### src/rtl/serial_rx_core.sv
module serial_rx_core #(
  parameter int OVS  = 16,
  parameter int SYNC = 2
) (
  input  logic       clk,
  input  logic       rst_n,
  input  logic       baud_x16_en,
  input  logic       rx_in,
  input  logic       rx_enable,
  input  logic       cfg_len7,
  input  logic       cfg_par_en,
  input  logic       cfg_par_odd,
  input  logic       cfg_two_stop,
  input  logic       reg_addr,
  input  logic       reg_rd,
  input  logic       reg_wr,
  input  logic [7:0] reg_wdata,
  output logic [7:0] reg_rdata
);
  localparam int CW = $clog2(OVS);
  localparam logic [CW-1:0] MID  = CW'(OVS/2 - 1);
  localparam logic [CW-1:0] LAST = CW'(OVS - 1);

  typedef enum logic [2:0] {S_IDLE, S_START, S_DATA, S_PAR, S_STOP1, S_STOP2} st_t;

  st_t             state;
  logic [CW-1:0]   cnt;
  logic [2:0]      bit_idx;
  logic [7:0]      shreg, rdr;
  logic            par_q;
  logic [SYNC-1:0] sync_q;
  logic            full_q, ovr_q, fe_q, pe_q;
  logic            arm_fe, arm_pe, arm_ovr;

  wire rx_s       = sync_q[SYNC-1];
  wire blocked    = fe_q | pe_q;
  wire [2:0] last_idx = cfg_len7 ? 3'd6 : 3'd7;
  wire frame_done = rx_enable && baud_x16_en && state == S_STOP1 && cnt == LAST;
  wire ones_odd   = ^shreg ^ par_q;
  wire par_bad    = cfg_par_en & (cfg_par_odd ? ~ones_odd : ones_odd);
  wire stop_bad   = ~rx_s;
  wire frame_bad  = par_bad | stop_bad;
  wire rd_data    = reg_rd & ~reg_addr;
  wire rd_stat    = reg_rd & reg_addr;
  wire wr_stat    = reg_wr & reg_addr;

  assign reg_rdata = reg_addr ? {full_q, ovr_q, fe_q, pe_q, 4'b0000} : rdr;

  always_ff @(posedge clk or negedge rst_n)
    if (!rst_n) sync_q <= '1;
    else        sync_q <= {sync_q[SYNC-2:0], rx_in};

  always_ff @(posedge clk or negedge rst_n) begin
    if (!rst_n) begin
      state <= S_IDLE; cnt <= '0; bit_idx <= '0; shreg <= '0; par_q <= 1'b0;
    end else if (!rx_enable) begin
      state <= S_IDLE;
    end else if (baud_x16_en) begin
      cnt <= (cnt == LAST) ? '0 : cnt + 1'b1;
      case (state)
        S_IDLE: begin
          cnt <= '0;
          if (!rx_s && !blocked) state <= S_START;
        end
        S_START:
          if (cnt == MID) begin
            cnt <= '0; bit_idx <= '0; shreg <= '0; par_q <= 1'b0;
            state <= rx_s ? S_IDLE : S_DATA;
          end
        S_DATA:
          if (cnt == LAST) begin
            shreg[bit_idx] <= rx_s;
            if (bit_idx == last_idx) state <= cfg_par_en ? S_PAR : S_STOP1;
            else bit_idx <= bit_idx + 1'b1;
          end
        S_PAR:
          if (cnt == LAST) begin
            par_q <= rx_s;
            state <= S_STOP1;
          end
        S_STOP1:
          if (cnt == LAST) state <= cfg_two_stop ? S_STOP2 : S_IDLE;
        S_STOP2:
          if (cnt == LAST) state <= S_IDLE;
        default: state <= S_IDLE;
      endcase
    end
  end

  always_ff @(posedge clk or negedge rst_n) begin
    if (!rst_n) begin
      rdr <= '0; full_q <= 1'b0; ovr_q <= 1'b0; fe_q <= 1'b0; pe_q <= 1'b0;
      arm_fe <= 1'b0; arm_pe <= 1'b0; arm_ovr <= 1'b0;
    end else begin
      if (rd_stat) begin
        arm_fe  <= arm_fe  | fe_q;
        arm_pe  <= arm_pe  | pe_q;
        arm_ovr <= arm_ovr | ovr_q;
      end
      if (wr_stat && !reg_wdata[5] && arm_fe)  begin fe_q  <= 1'b0; arm_fe  <= 1'b0; end
      if (wr_stat && !reg_wdata[4] && arm_pe)  begin pe_q  <= 1'b0; arm_pe  <= 1'b0; end
      if (wr_stat && !reg_wdata[6] && arm_ovr) begin ovr_q <= 1'b0; arm_ovr <= 1'b0; end
      if (rd_data) full_q <= 1'b0;
      if (frame_done) begin
        rdr <= shreg;
        if (stop_bad) fe_q <= 1'b1;
        if (par_bad)  pe_q <= 1'b1;
        if (!frame_bad) begin
          full_q <= 1'b1;
          if (full_q && !rd_data) ovr_q <= 1'b1;
        end
      end
    end
  end

  AST_GOOD_SETS_FULL: assert property (@(posedge clk) disable iff (!rst_n)
    frame_done && !frame_bad |=> full_q);
  AST_BAD_KEEPS_FULL: assert property (@(posedge clk) disable iff (!rst_n)
    frame_done && frame_bad && !rd_data |=> full_q == $past(full_q));
  AST_BLOCKED_IDLE: assert property (@(posedge clk) disable iff (!rst_n)
    blocked && state == S_IDLE |=> state == S_IDLE);
  AST_FE_CLR_ARMED: assert property (@(posedge clk) disable iff (!rst_n)
    $fell(fe_q) |-> $past(arm_fe));
  AST_PE_CLR_ARMED: assert property (@(posedge clk) disable iff (!rst_n)
    $fell(pe_q) |-> $past(arm_pe));
  AST_DISABLED_IDLE: assert property (@(posedge clk) disable iff (!rst_n)
    !rx_enable |=> state == S_IDLE);
  AST_OVERRUN_SET: assert property (@(posedge clk) disable iff (!rst_n)
    frame_done && !frame_bad && full_q && !rd_data |=> ovr_q);
endmodule

### config.mk
export PLATFORM = sky130hd
export DESIGN_NAME = serial_rx_core
export DESIGN_NICKNAME = d
export VERILOG_FILES = /design/src/rtl/serial_rx_core.sv
export SDC_FILE = /design/constraint.sdc
export NUM_CORES = 1
export LEC_CHECK = 0
export ABC_AREA = 1
export BUFFER_PORTS_ARGS = -buffer_cell sky130_fd_sc_hd__buf_2
export CAP_MARGIN = 20
export CORE_MARGIN = 2
export CORE_UTILIZATION = 61
export DETAILED_ROUTE_END_ITERATION = 12
export GPL_ROUTABILITY_DRIVEN = 1
export PLACE_DENSITY = 0.84
export SLEW_MARGIN = 10
export SYNTH_ARGS = -nofsm -noshare
export SYNTH_HDL_FRONTEND = slang
export SYNTH_SLANG_ARGS = --single-unit
### constraint.sdc
create_clock -name clk -period 2.5 [get_ports clk]
set_input_delay 0.5 -clock clk [delete_from_list [all_inputs] [get_ports clk]]
set_output_delay 0.5 -clock clk [all_outputs]
set_load 0.02 [all_outputs]
# Yosys cells after proc, flatten, opt, wreduce, memory -nomap -nowiden
# Cells that the tools add are included.
dict set report op_classes {
  addsub 2
  n_eq_ne 20
  reduce_logical 30
  muxes 51
  n_lt_le_gt_ge 2
  n_bitwise 13
}
# operator n
set op_table {}
lappend op_table {{$mux 3} 14}
lappend op_table {{$mux 1} 24}
lappend op_table {{$mux 8} 3}
lappend op_table {{$ne 3x3->1 const B} 6}
lappend op_table {{$pmux 3 s6} 1}
lappend op_table {{$pmux 8 s2} 1}
lappend op_table {{$logic_and 1x1->1} 12}
lappend op_table {{$ne 2x2->1 const B} 5}
lappend op_table {{$reduce_and 5->1} 2}
lappend op_table {{$reduce_bool 2->1} 5}
lappend op_table {{$bwmux 8} 1}
lappend op_table {{$mux 4} 2}
lappend op_table {{$pmux 4 s2} 1}
lappend op_table {{$reduce_and 8->1} 1}
lappend op_table {{$reduce_xor 8->1} 1}
lappend op_table {{$eq 3x2->1 const B} 2}
lappend op_table {{$eq 3x3->1 const B} 2}
lappend op_table {{$logic_not 1->1} 6}
lappend op_table {{$pmux 3 s2} 1}
lappend op_table {{$reduce_and 6->1} 1}
lappend op_table {{$or 1x1->1} 5}
lappend op_table {{$add 4x1->4 const B} 1}
lappend op_table {{$and 1x1->1} 4}
lappend op_table {{$eq 4x3->1 const B} 1}
lappend op_table {{14 further kinds} 16}
dict set report totals {
  out_inout_bits 8
  word_cells 132
  reg_bits 36
}

# Depth between registers and ports, before layout
dict set report logic_depth {
  ltp_word 8
  depth_mapped 11
}

# Worst setup path after synthesis
# OpenSTA, ideal clock, no wires.
dict set report synth_path {
  path_type {input to output}
  from {input port reg_addr}
  to {output port reg_rdata[4]}
  slack_ps 629
  required_ps 2000
  t_arrival_ps 1371
  stages 3
  path_cell_list {clkbuf_1 inv_1 o21ai_0}
}
dict set report synth_between {
  elab_chain_len 1
}
# item line
set synth_rtl {}
lappend synth_rtl {{start, declared} 14} ;# input logic reg_addr,
lappend synth_rtl {{$mux 8} 47} ;# assign reg_rdata = reg_addr ? {full_q, ovr_q, fe_q, pe_q, 4'b0000} : rdr;
lappend synth_rtl {{end, declared} 18} ;# output logic [7:0] reg_rdata
# Every way passes these cells.

# Worst setup path in the final report
dict set report layout_path {
  from {register state[1]}
  to {register ovr_q}
}
dict set report layout_between {
  elab_chain_len 4
}
# item line
set layout_rtl {}
lappend layout_rtl {{start, declared} 26} ;# st_t state;
lappend layout_rtl {{start signal, assigned} 68} ;# state <= rx_s ? S_IDLE : S_DATA;
lappend layout_rtl {{start signal, assigned} 73} ;# if (bit_idx == last_idx) state <= cfg_par_en ? S_PAR : S_STOP1;
lappend layout_rtl {{start signal, assigned} 82} ;# if (cnt == LAST) state <= cfg_two_stop ? S_STOP2 : S_IDLE;
lappend layout_rtl {{$eq 3x3->1} 38} ;# wire frame_done = rx_enable && baud_x16_en && state == S_STOP1 && cnt == LAST;
lappend layout_rtl {{$logic_and 1x1->1 (2 in series)} 38}
lappend layout_rtl {{$mux 1} 104} ;# if (frame_done) begin
lappend layout_rtl {{end signal, assigned} 92} ;# rdr <= '0; full_q <= 1'b0; ovr_q <= 1'b0; fe_q <= 1'b0; pe_q <= 1'b0;
lappend layout_rtl {{end signal, assigned} 102} ;# if (wr_stat && !reg_wdata[6] && arm_ovr) begin ovr_q <= 1'b0; arm_ovr <= 1'b0; end
lappend layout_rtl {{end signal, assigned} 110} ;# if (full_q && !rd_data) ovr_q <= 1'b1;
lappend layout_rtl {{end, declared} 32} ;# logic full_q, ovr_q, fe_q, pe_q;
# Every way passes these cells.
# A chain may end at the register's enable or synchronous reset.

==> run metrics <==
cell-by-cell trace of the critical path nor3_1 -> nand3_2 -> nor2_1 -> nand3_1 -> nand2_1; pre-CTS WS 0.7835 ns; reg2reg setup slack 0.80 ns; final worst slack between 0.8 and 0.9 ns; total negative setup slack 0 ns; Tcrit/Tclk final 0.6794; Slew Limit Fails 0; status finished clean; largest net degree at the start of global routing 37; via count 1,870; antenna-violating nets left 0; RSZ-0062 raised after global routing false; vias in the first global route about 1,600; #FFs+latches synth 36; Starting Density 0.6255; total routed wirelength 3947 µm; routed len/inst around 11 µm; cell area power density ~820 mW/mm²; post-layout min period 1.699 ns; worst reg-to-reg path cell count 5; WP data required 2.78 ns; synthesized cell area 0.002054 mm²; TritonCTS Buffers 5; Clock Path Buffers 2; commonest non-fill, non-tap cell in the layout nand2_1; GRT Total Usage 0.2290; Iteration-0 DRC Markers 120; post-CTS sizing 0; Final Setup Violations 0; Finished Core Util 0.6903; CP startpoint kind register; Ant. Diodes 0; IO buf count 22; maximum fanout along the worst path 19; most frequent cells in the layout 80 x nand2_1, 40 x inv_1, 34 x dfrtp_1; post-synthesis sequential area ratio 0.4397; Crit path arrival time ~2.0 ns; max frequency 0.5887 GHz; row count 21; Layout area overhead 10.35%; CTS Hold Bufs 0; max-cap viol count 0; Netlist cell types 30; hpwl dp 2978 µm; # fillers 304; DP Area 0.002198 mm²; DIE AREA 0.003848 mm²; # H-tree levels 2; routed vias/inst approximately 5.3; TritonCTS clock tree built; Core ar. 0.003284 mm²; Die H 62.04 µm; post-CTS setup buffer count 0; leakage power approximately 1.1 nW; CP Class reg2reg; register area 903.4 µm²; Worst Skew between 0.01 and 0.015 ns; clk slew on worst S/H paths roughly 0.1 ns; Yosys warning count 0; CP peak stage delay 0.46 ns; Worst setup EP type register; Worst Max-Slew Pin Slew 0.7735 ns; area of the multi-input gates roughly 960 µm²; Slew HR 0.4843; Clock Latency Late Sink 0.34 ns; Die Wd 62.04 µm; first-pass GRT wire length 6423 µm; First-pass DRT Iterations 4; maximum VDD drop roughly 0.52 mV; Fin. Hold Viols 0; Final GP Congestion 0.9212; share of cells above drive strength 1 0.1503; global route overflow 0; post-route design area 0.002267 mm²; clk root buf clkbuf_4; Syn Inst Count 280; synthesized net count 302; Slowest cell on crit path dfrtp_1; clk sinks 36; antenna violations before repair 0; Worst Hold Class in2async; boundary pin count 28; nets 327; # DRC 0; syn_area_per_cell 7.337 µm²
cell families after synthesis:
group | synth area share
DFF | 0.4397
and+or+nand+nor | 0.2978
xor gates and xnor gates | 0.01279
AOI/OAI and AO/OA | 0.1431
adders and majority gates | 0.01218
buffers and inverters | 0.09439
metal layers:
| layer | routed length (µm) | track usage | vias to the layer above |
|---|---|---|---|
| met5 | 0 | 0 | - |
| met4 | 85 | 0.09422 | 0 |
| met1 | 1871 | 0.2846 | 862 |
| met3 | 158 | 0.04969 | 9 |
| li1 | - | - | 958 |
| met2 | 1832 | 0.3854 | 41 |
where the power goes:
part	internal (mW)	leakage [nW]	switching [mW]
registers	0.683	0.488	0.115
clock network	0.165	0.0386	0.186
logic	0.249	0.601	0.456
final timing paths:
| kind | startpoint | end |
|---|---|---|
| worst max-delay path | state[1]$_DFFE_PN0P_ | ovr_q$_DFF_PN0_ |
| worst min-delay path | rst_n | cnt[3]$_DFFE_PN0P_ |
| worst max register to register | state[1]$_DFFE_PN0P_ | ovr_q$_DFF_PN0_ |
| worst min register to register | sync_q[0]$_DFF_PN1_ | sync_q[1]$_DFF_PN1_ |
| max in group asynchronous | rst_n | fe_q$_DFF_PN0_ |
| min in group clk | rx_in | sync_q[0]$_DFF_PN1_ |
stage by stage:
step,power [mW],hold WS [ns],instances
floorplan,1.359,0.2044,280
global placement,1.469,0.3462,344
detailed placement,1.501,0.3481,344
CTS,1.861,0.2332,352
global route,2.012,0.2311,352
finish,1.854,0.2213,352
synthesized netlist by cell type (all sizes together):
cell type	instances	area [µm²]
nand2	84	330.3
inv	43	161.4
dfrtp	34	850.8
o21ai	32	160.2
nand3	26	140.1
nor2	15	66.32
a21oi	12	60.06
nor3	7	35.03
o22ai	6	37.54
buf	3	20.01
a31oi	2	12.51
dfstp	2	52.55
ha	2	25.02
nand4	2	27.53
o31ai	2	15.01
or2	2	12.51
xor2	2	17.52
clkbuf	1	3.750
clkinv	1	8.760
o32ai	1	8.760
xnor2	1	8.760
flip-flops by register name, summed over array words and instances, names as in the netlist:
register  cells
arm_ovr       1
fe_q          1
shreg         8
state         3
arm_fe        1
full_q        1
par_q         1
sync_q        2
arm_pe        1
ovr_q         1
bit_idx       3
rdr           8
pe_q          1
cnt           4
area by class of cell:
class | count | share of cell area
well taps | 46 | 0.02539
clock buffers | 8 | 0.03035
inverters | 44 | 0.07506
flip-flops and latches | 36 | 0.3985
repair buffers | 22 | 0.04857
multi-input cells | 196 | 0.4222
critical path: cells and delay by family, from the launching register on:
family	cells	cell delay (ns)
flip-flops	1	0.46
AND/OR/NAND/NOR	5	1.17
Power figures use the tool's default switching activity.
